## src/rtl/iecf_pkg.sv

```systemverilog
package iecf_pkg;

  localparam int WORD_W = 32;
  localparam int BIT_CS = 26;
  localparam int BIT_PAR = 27;
  localparam int BIT_BLK = 28;

  function automatic logic even_par(input logic [WORD_W-1:0] w);
    return ^w[BIT_CS:0];
  endfunction

endpackage

```

## src/rtl/iecf_sequencer.sv

```systemverilog
module iecf_sequencer #(
  parameter int MAX_CH    = 8,
  parameter int BLOCK_LEN = 192,
  parameter int CNT_W     = 4,
  localparam int CH_W     = $clog2(MAX_CH),
  localparam int FR_W     = $clog2(BLOCK_LEN)
) (
  input  logic             clk,
  input  logic             rst,
  input  logic             clr,
  input  logic             step,
  input  logic [CNT_W-1:0] chan_cnt,
  output logic [CH_W-1:0]  ch,
  output logic [FR_W-1:0]  frame
);

  logic [CNT_W-1:0] ch_ext;
  logic             last_ch;

  assign ch_ext  = CNT_W'(ch);
  assign last_ch = (ch_ext >= chan_cnt - CNT_W'(1));

  always_ff @(posedge clk) begin
    if (rst || clr) begin
      ch    <= '0;
      frame <= '0;
    end else if (step) begin
      if (last_ch) begin
        ch <= '0;
        if (frame == FR_W'(BLOCK_LEN - 1)) frame <= '0;
        else                               frame <= frame + FR_W'(1);
      end else begin
        ch <= ch + CH_W'(1);
      end
    end
  end

endmodule

```

## src/rtl/iecf_status_bit.sv

```systemverilog
module iecf_status_bit #(
  parameter int MAX_CH       = 8,
  parameter int BLOCK_LEN    = 192,
  parameter int STATUS_BYTES = 4,
  parameter int CHNUM_BYTE   = 2,
  localparam int CH_W        = $clog2(MAX_CH),
  localparam int FR_W        = $clog2(BLOCK_LEN),
  localparam int ST_FRAMES   = 8 * STATUS_BYTES,
  localparam int ST_W        = $clog2(ST_FRAMES),
  localparam int CHF_LO      = 8 * CHNUM_BYTE + 4,
  localparam int CHF_HI      = CHF_LO + 3
) (
  input  logic [FR_W-1:0]      frame,
  input  logic [CH_W-1:0]      ch,
  input  logic [ST_FRAMES-1:0] status,
  output logic                 cs_bit
);

  logic [3:0] chnum;
  logic [1:0] chsel;

  assign chnum = 4'(ch) + 4'd1;
  assign chsel = 2'(frame - FR_W'(CHF_LO));

  always_comb begin
    cs_bit = 1'b0;
    if (frame < FR_W'(ST_FRAMES)) begin
      if (frame >= FR_W'(CHF_LO) && frame <= FR_W'(CHF_HI))
        cs_bit = chnum[chsel];
      else
        cs_bit = status[frame[ST_W-1:0]];
    end
  end

endmodule

```

## src/rtl/iecf_assemble.sv

```systemverilog
module iecf_assemble
  import iecf_pkg::*;
#(
  parameter int SAMPLE_W = 24
) (
  input  logic [SAMPLE_W-1:0] sample,
  input  logic                cs_bit,
  input  logic                blk_start,
  output logic [WORD_W-1:0]   word
);

  logic [WORD_W-1:0] base;

  always_comb begin
    base                 = '0;
    base[SAMPLE_W-1:0]   = sample;
    base[BIT_CS]         = cs_bit;
    word                 = base;
    word[BIT_PAR]        = even_par(base);
    word[BIT_BLK]        = blk_start;
  end

endmodule

```

## src/rtl/iecf_formatter.sv

```systemverilog
module iecf_formatter
  import iecf_pkg::*;
#(
  parameter int SAMPLE_W     = 24,
  parameter int MAX_CH       = 8,
  parameter int BLOCK_LEN    = 192,
  parameter int STATUS_BYTES = 4,
  localparam int CNT_W       = $clog2(MAX_CH + 1),
  localparam int CH_W        = $clog2(MAX_CH),
  localparam int FR_W        = $clog2(BLOCK_LEN),
  localparam int ST_W        = 8 * STATUS_BYTES
) (
  input  logic              clk,
  input  logic              rst,
  input  logic              clr_i,
  input  logic [CNT_W-1:0]  chan_cnt_i,
  input  logic [ST_W-1:0]   status_i,
  input  logic              in_valid_i,
  output logic              in_ready_o,
  input  logic [WORD_W-1:0] in_sample_i,
  output logic              out_valid_o,
  input  logic              out_ready_i,
  output logic [WORD_W-1:0] out_word_o
);

  logic [CH_W-1:0]   ch;
  logic [FR_W-1:0]   frame;
  logic              cs_bit;
  logic              take;
  logic [WORD_W-1:0] word_nx;

  assign in_ready_o = (!out_valid_o || out_ready_i) && !clr_i;
  assign take       = in_valid_i && in_ready_o;

  iecf_sequencer #(
    .MAX_CH(MAX_CH), .BLOCK_LEN(BLOCK_LEN), .CNT_W(CNT_W)
  ) u_seq (
    .clk(clk), .rst(rst), .clr(clr_i), .step(take),
    .chan_cnt(chan_cnt_i), .ch(ch), .frame(frame)
  );

  iecf_status_bit #(
    .MAX_CH(MAX_CH), .BLOCK_LEN(BLOCK_LEN), .STATUS_BYTES(STATUS_BYTES)
  ) u_cs (
    .frame(frame), .ch(ch), .status(status_i), .cs_bit(cs_bit)
  );

  iecf_assemble #(
    .SAMPLE_W(SAMPLE_W)
  ) u_asm (
    .sample(in_sample_i[SAMPLE_W-1:0]), .cs_bit(cs_bit),
    .blk_start(frame == '0 && ch == '0), .word(word_nx)
  );

  always_ff @(posedge clk) begin
    if (rst || clr_i) begin
      out_valid_o <= 1'b0;
      out_word_o  <= '0;
    end else if (take) begin
      out_valid_o <= 1'b1;
      out_word_o  <= word_nx;
    end else if (out_ready_i) begin
      out_valid_o <= 1'b0;
    end
  end

endmodule

```

## config.mk

```make
export PLATFORM = sky130hd
export DESIGN_NAME = iecf_formatter
export DESIGN_NICKNAME = d
export VERILOG_FILES = /design/src/rtl/iecf_pkg.sv /design/src/rtl/iecf_sequencer.sv /design/src/rtl/iecf_status_bit.sv /design/src/rtl/iecf_assemble.sv /design/src/rtl/iecf_formatter.sv
export SDC_FILE = /design/constraint.sdc
export NUM_CORES = 1
export LEC_CHECK = 0
export ABC_AREA = 1
export BUFFER_PORTS_ARGS = -buffer_cell sky130_fd_sc_hd__buf_4
export CORE_ASPECT_RATIO = 1.1
export CORE_MARGIN = 2
export CORE_UTILIZATION = 35
export DETAILED_ROUTE_END_ITERATION = 7
export PLACE_DENSITY = 0.71
export SYNTH_ARGS = -nofsm -noshare
export SYNTH_HDL_FRONTEND = slang
export SYNTH_SLANG_ARGS = --single-unit
```

## constraint.sdc

```tcl
create_clock -name clk -period 2.2 [get_ports clk]
set_input_delay 0.33 -clock clk [delete_from_list [all_inputs] [get_ports clk]]
set_output_delay 0.33 -clock clk [all_outputs]
set_load 0.05 [all_outputs]
```

==> results.yml <==
clock_network:
  clock_path_buffers: 2
  number_of_buffers_created_by_cts: 5
  cts_tree: "built"
  cts_hold_buffers: 0
  cts_sinks: 39
  insertion_delay_ns: 0.28
  post_cts_setup_bufs: 0
  cts.root.buffer_cell: "sky130_fd_sc_hd__clkbuf_8"
  cts_htree_levels: 2
  post_cts.resized_instances: 0
  clkSlewWorstSetupHoldPaths_ns: 0.08
floorplan:
  area_of_the_die_um2: 8426
  ioPinCount: 107
  die_w_um: 87.71
  die-height_um: 96.08
  num_rows: 33
  initial_cell_density_of_the_core_pct: 36.10
  design.core.area_um2: 7473
run:
  max_cap_violations: 0
critical_path:
  start_kind: "register"
  critical_path_class: "reg -> reg"
  worst_case_register_to_register_setup_slack_ns: 0.41
  critical_path_peak_fanout: 9
  cp.required_ns: 2.40
  timing.critical_path.arrival_ns: 2.00
  crit_path_end_kind: "register"
logic_synthesis:
  leading_post_synthesis_cells_by_instance_count: "sky130_fd_sc_hd__nand2_1, sky130_fd_sc_hd__dfxtp_1, sky130_fd_sc_hd__inv_1, sky130_fd_sc_hd__a21oi_1"
  yosys_register_bits: 39
  yosysWarningCount: 0
  dominantRegCellSynth: "sky130_fd_sc_hd__dfxtp_1"
  ys_top_cells_by_area: "sky130_fd_sc_hd__dfxtp_1, sky130_fd_sc_hd__nand2_1, sky130_fd_sc_hd__a21oi_1"
  synth.cell_area_um2: 2698
  count_of_flip_flops_with_a_built_in_enable_after_synthesis: 0
  most_frequent_cell_after_synthesis: "sky130_fd_sc_hd__nand2_1"
  netlist_instances: 433
  yosys.area.top_type: "sky130_fd_sc_hd__dfxtp_1"
  yosys.cell_types.count: 35
  synth.top_cell.area_share_pct: 28.94
  seq_area_frac_synth_pct: 28.94
  syn_area_per_cell_um2: 6.230
  synthArstFlopShare_pct: 0
power_and_ir_drop:
  peakVddDrop_uv: 244.4
  comb_power_share_pct: 27.7
  power_density_nw_per_um2: 473.8
  power_frac_clock_pct: 27.6
  seqPwrFrac_pct: 44.7
  total_power_uw: 1645
  internal_power_uw: 1113
  switching_share_pct: 32.34
  p_leak_uw: 0.001789
  net-switching-power_uw: 532.0
timing:
  timing.setup.tns_ns: 0
  finalWorstPathRequiredPeriod_ns: 1.794
  timing.clock.skew_ns: 0.01165
  final_max_slew_viol_count: 0
  rsz0062_at_grt: "false"
  report.final.hold_viol_count: 0
  fmax_mhz: 557.6
  final_min_period_over_clock_period_pct: 81.52
  setup_viol_count_final: 0
layout:
  syn2layout_area_growth_pct: 28.71
  layout-drive-gt1-share_pct: 23.40
  fin_nets: 599
  fillerInstances: 793
  multiInputGateArea_um2: 1612
  diodes: 0
  ff_latch_area_um2: 780.7
status:
  run_status: "finished, final reports clean"
drt:
  detail_route.drc_violations: 0
  dr_total_vias: 2867
  wire_per_inst_um: 10.66
  route.antenna.remaining_nets: 0
  dr.pass1.iters: 5
  dr.first_iter.drc_count: 61
  post_drt_via_cell_ratio: 4.609
  routed_wl_um: 6628
global_routing:
  number_of_global_route_vias_before_repair: 2586
  number_of_antenna_violations_at_the_first_check_in_global_routing: 0
  grt_pass1_wl_um: 10810
  grtUsageTotal_pct: 15.78
  grt.overflow.total: 0
  grt_start_max_net_pins: 47
placed_design:
  detailed_place_hpwl_um: 5165
  io_buffers: 89
  gp_routability_congestion: 0.8183
min_path:
  worst_hold_path_type: "in -> reg"
stage by stage:
step	setup WS [ns]	instance area [µm²]	util (%)	hold WS [ns]	instances
CTS	0.3908	3472	46.46	0.2599	622
finish	0.4065	3472	46.46	0.2737	622
floorplan	0.4001	2713	-	0.4474	437
global placement	0.2382	3396	45.44	0.4572	616
detailed placement	0.1857	3396	45.44	0.4595	616
global route	0.2139	3472	46.46	0.2736	622
cells by family after synthesis:
kind of cell / Yosys count / share of synthesized area [%]
AOI/OAI and AO/OA: 66 / 13.50
xor gates and xnor gates: 11 / 3.571
adders and majority gates: 8 / 3.711
buffers and inverters: 63 / 11.87
DFF: 39 / 28.94
other: 1 / 0.1390
and+or+nand+nor: 245 / 38.27
layout by cell type, fill, tap and decap left out, types with 2 or more instances in the layout:
master,n
sky130_fd_sc_hd__o21ai_0,23
sky130_fd_sc_hd__xnor2_1,6
sky130_fd_sc_hd__xor2_1,5
sky130_fd_sc_hd__nor2_1,17
sky130_fd_sc_hd__a21oi_2,2
sky130_fd_sc_hd__clkbuf_8,5
sky130_fd_sc_hd__conb_1,5
sky130_fd_sc_hd__a211oi_1,3
sky130_fd_sc_hd__inv_2,4
sky130_fd_sc_hd__nand3_1,23
sky130_fd_sc_hd__nor3_1,6
sky130_fd_sc_hd__nand2_2,6
sky130_fd_sc_hd__nand2_1,184
sky130_fd_sc_hd__nor3b_1,2
sky130_fd_sc_hd__dfxtp_1,39
sky130_fd_sc_hd__a21oi_1,35
sky130_fd_sc_hd__ha_1,8
sky130_fd_sc_hd__inv_1,38
sky130_fd_sc_hd__buf_4,94
power by group through the flow:
stage | sequential (µW) | combinational, µW | clock (µW)
2_1_floorplan | 804 | 242 | 0
3_3_place_gp | 751 | 447 | 0
3_5_place_dp | 752 | 456 | 0
4_1_cts | 735 | 458 | 477
5_1_grt | 738 | 507 | 495
6_report | 735 | 455 | 454
final timing paths:
kind / from / to / cells after the start
min reg2reg: out_word_o[22] / out_word_o[22] / 2
min: in_valid_i / out_valid_o / 3
max reg2reg: u_seq.ch[0] / u_seq.frame[5] / 12
max: u_seq.ch[0] / u_seq.frame[5] / 12
routing by layer:
metal	track usage, %	wire length (µm)
met5	0	0
met4	3.846	21
met3	5.060	547
met2	27.84	3124
met1	18.46	2935
registers in the layout (all words and copies together), names as in the netlist:
register and flops:
out_word_o 27, u_seq.ch 3, out_valid_o 1, u_seq.frame 8
cell type report:
type | count | share of cell area (%)
Multi-Input combinational cell | 335 | 46.41
Sequential cell | 39 | 22.49
Timing Repair Buffer | 94 | 20.32
Inverter | 43 | 4.793
Tap cell | 105 | 3.784
Clock buffer | 5 | 1.982
Clock inverter | 1 | 0.2162
worst max-delay path, cell delays in order, from the launching register on:
cell and delay (ns):
sky130_fd_sc_hd__dfxtp_1 0.41, sky130_fd_sc_hd__inv_1 0.11, sky130_fd_sc_hd__ha_1 0.28, sky130_fd_sc_hd__o21ai_0 0.07, sky130_fd_sc_hd__nand2_1 0.06, sky130_fd_sc_hd__nand2_1 0.04
sky130_fd_sc_hd__nand2_1 0.10, sky130_fd_sc_hd__nand3_4 0.14, sky130_fd_sc_hd__inv_2 0.13, sky130_fd_sc_hd__nand2_2 0.08, sky130_fd_sc_hd__nor2_2 0.11, sky130_fd_sc_hd__a21oi_1 0.07
sky130_fd_sc_hd__nor3_1 0.12
(Power assumes the default switching activity.)
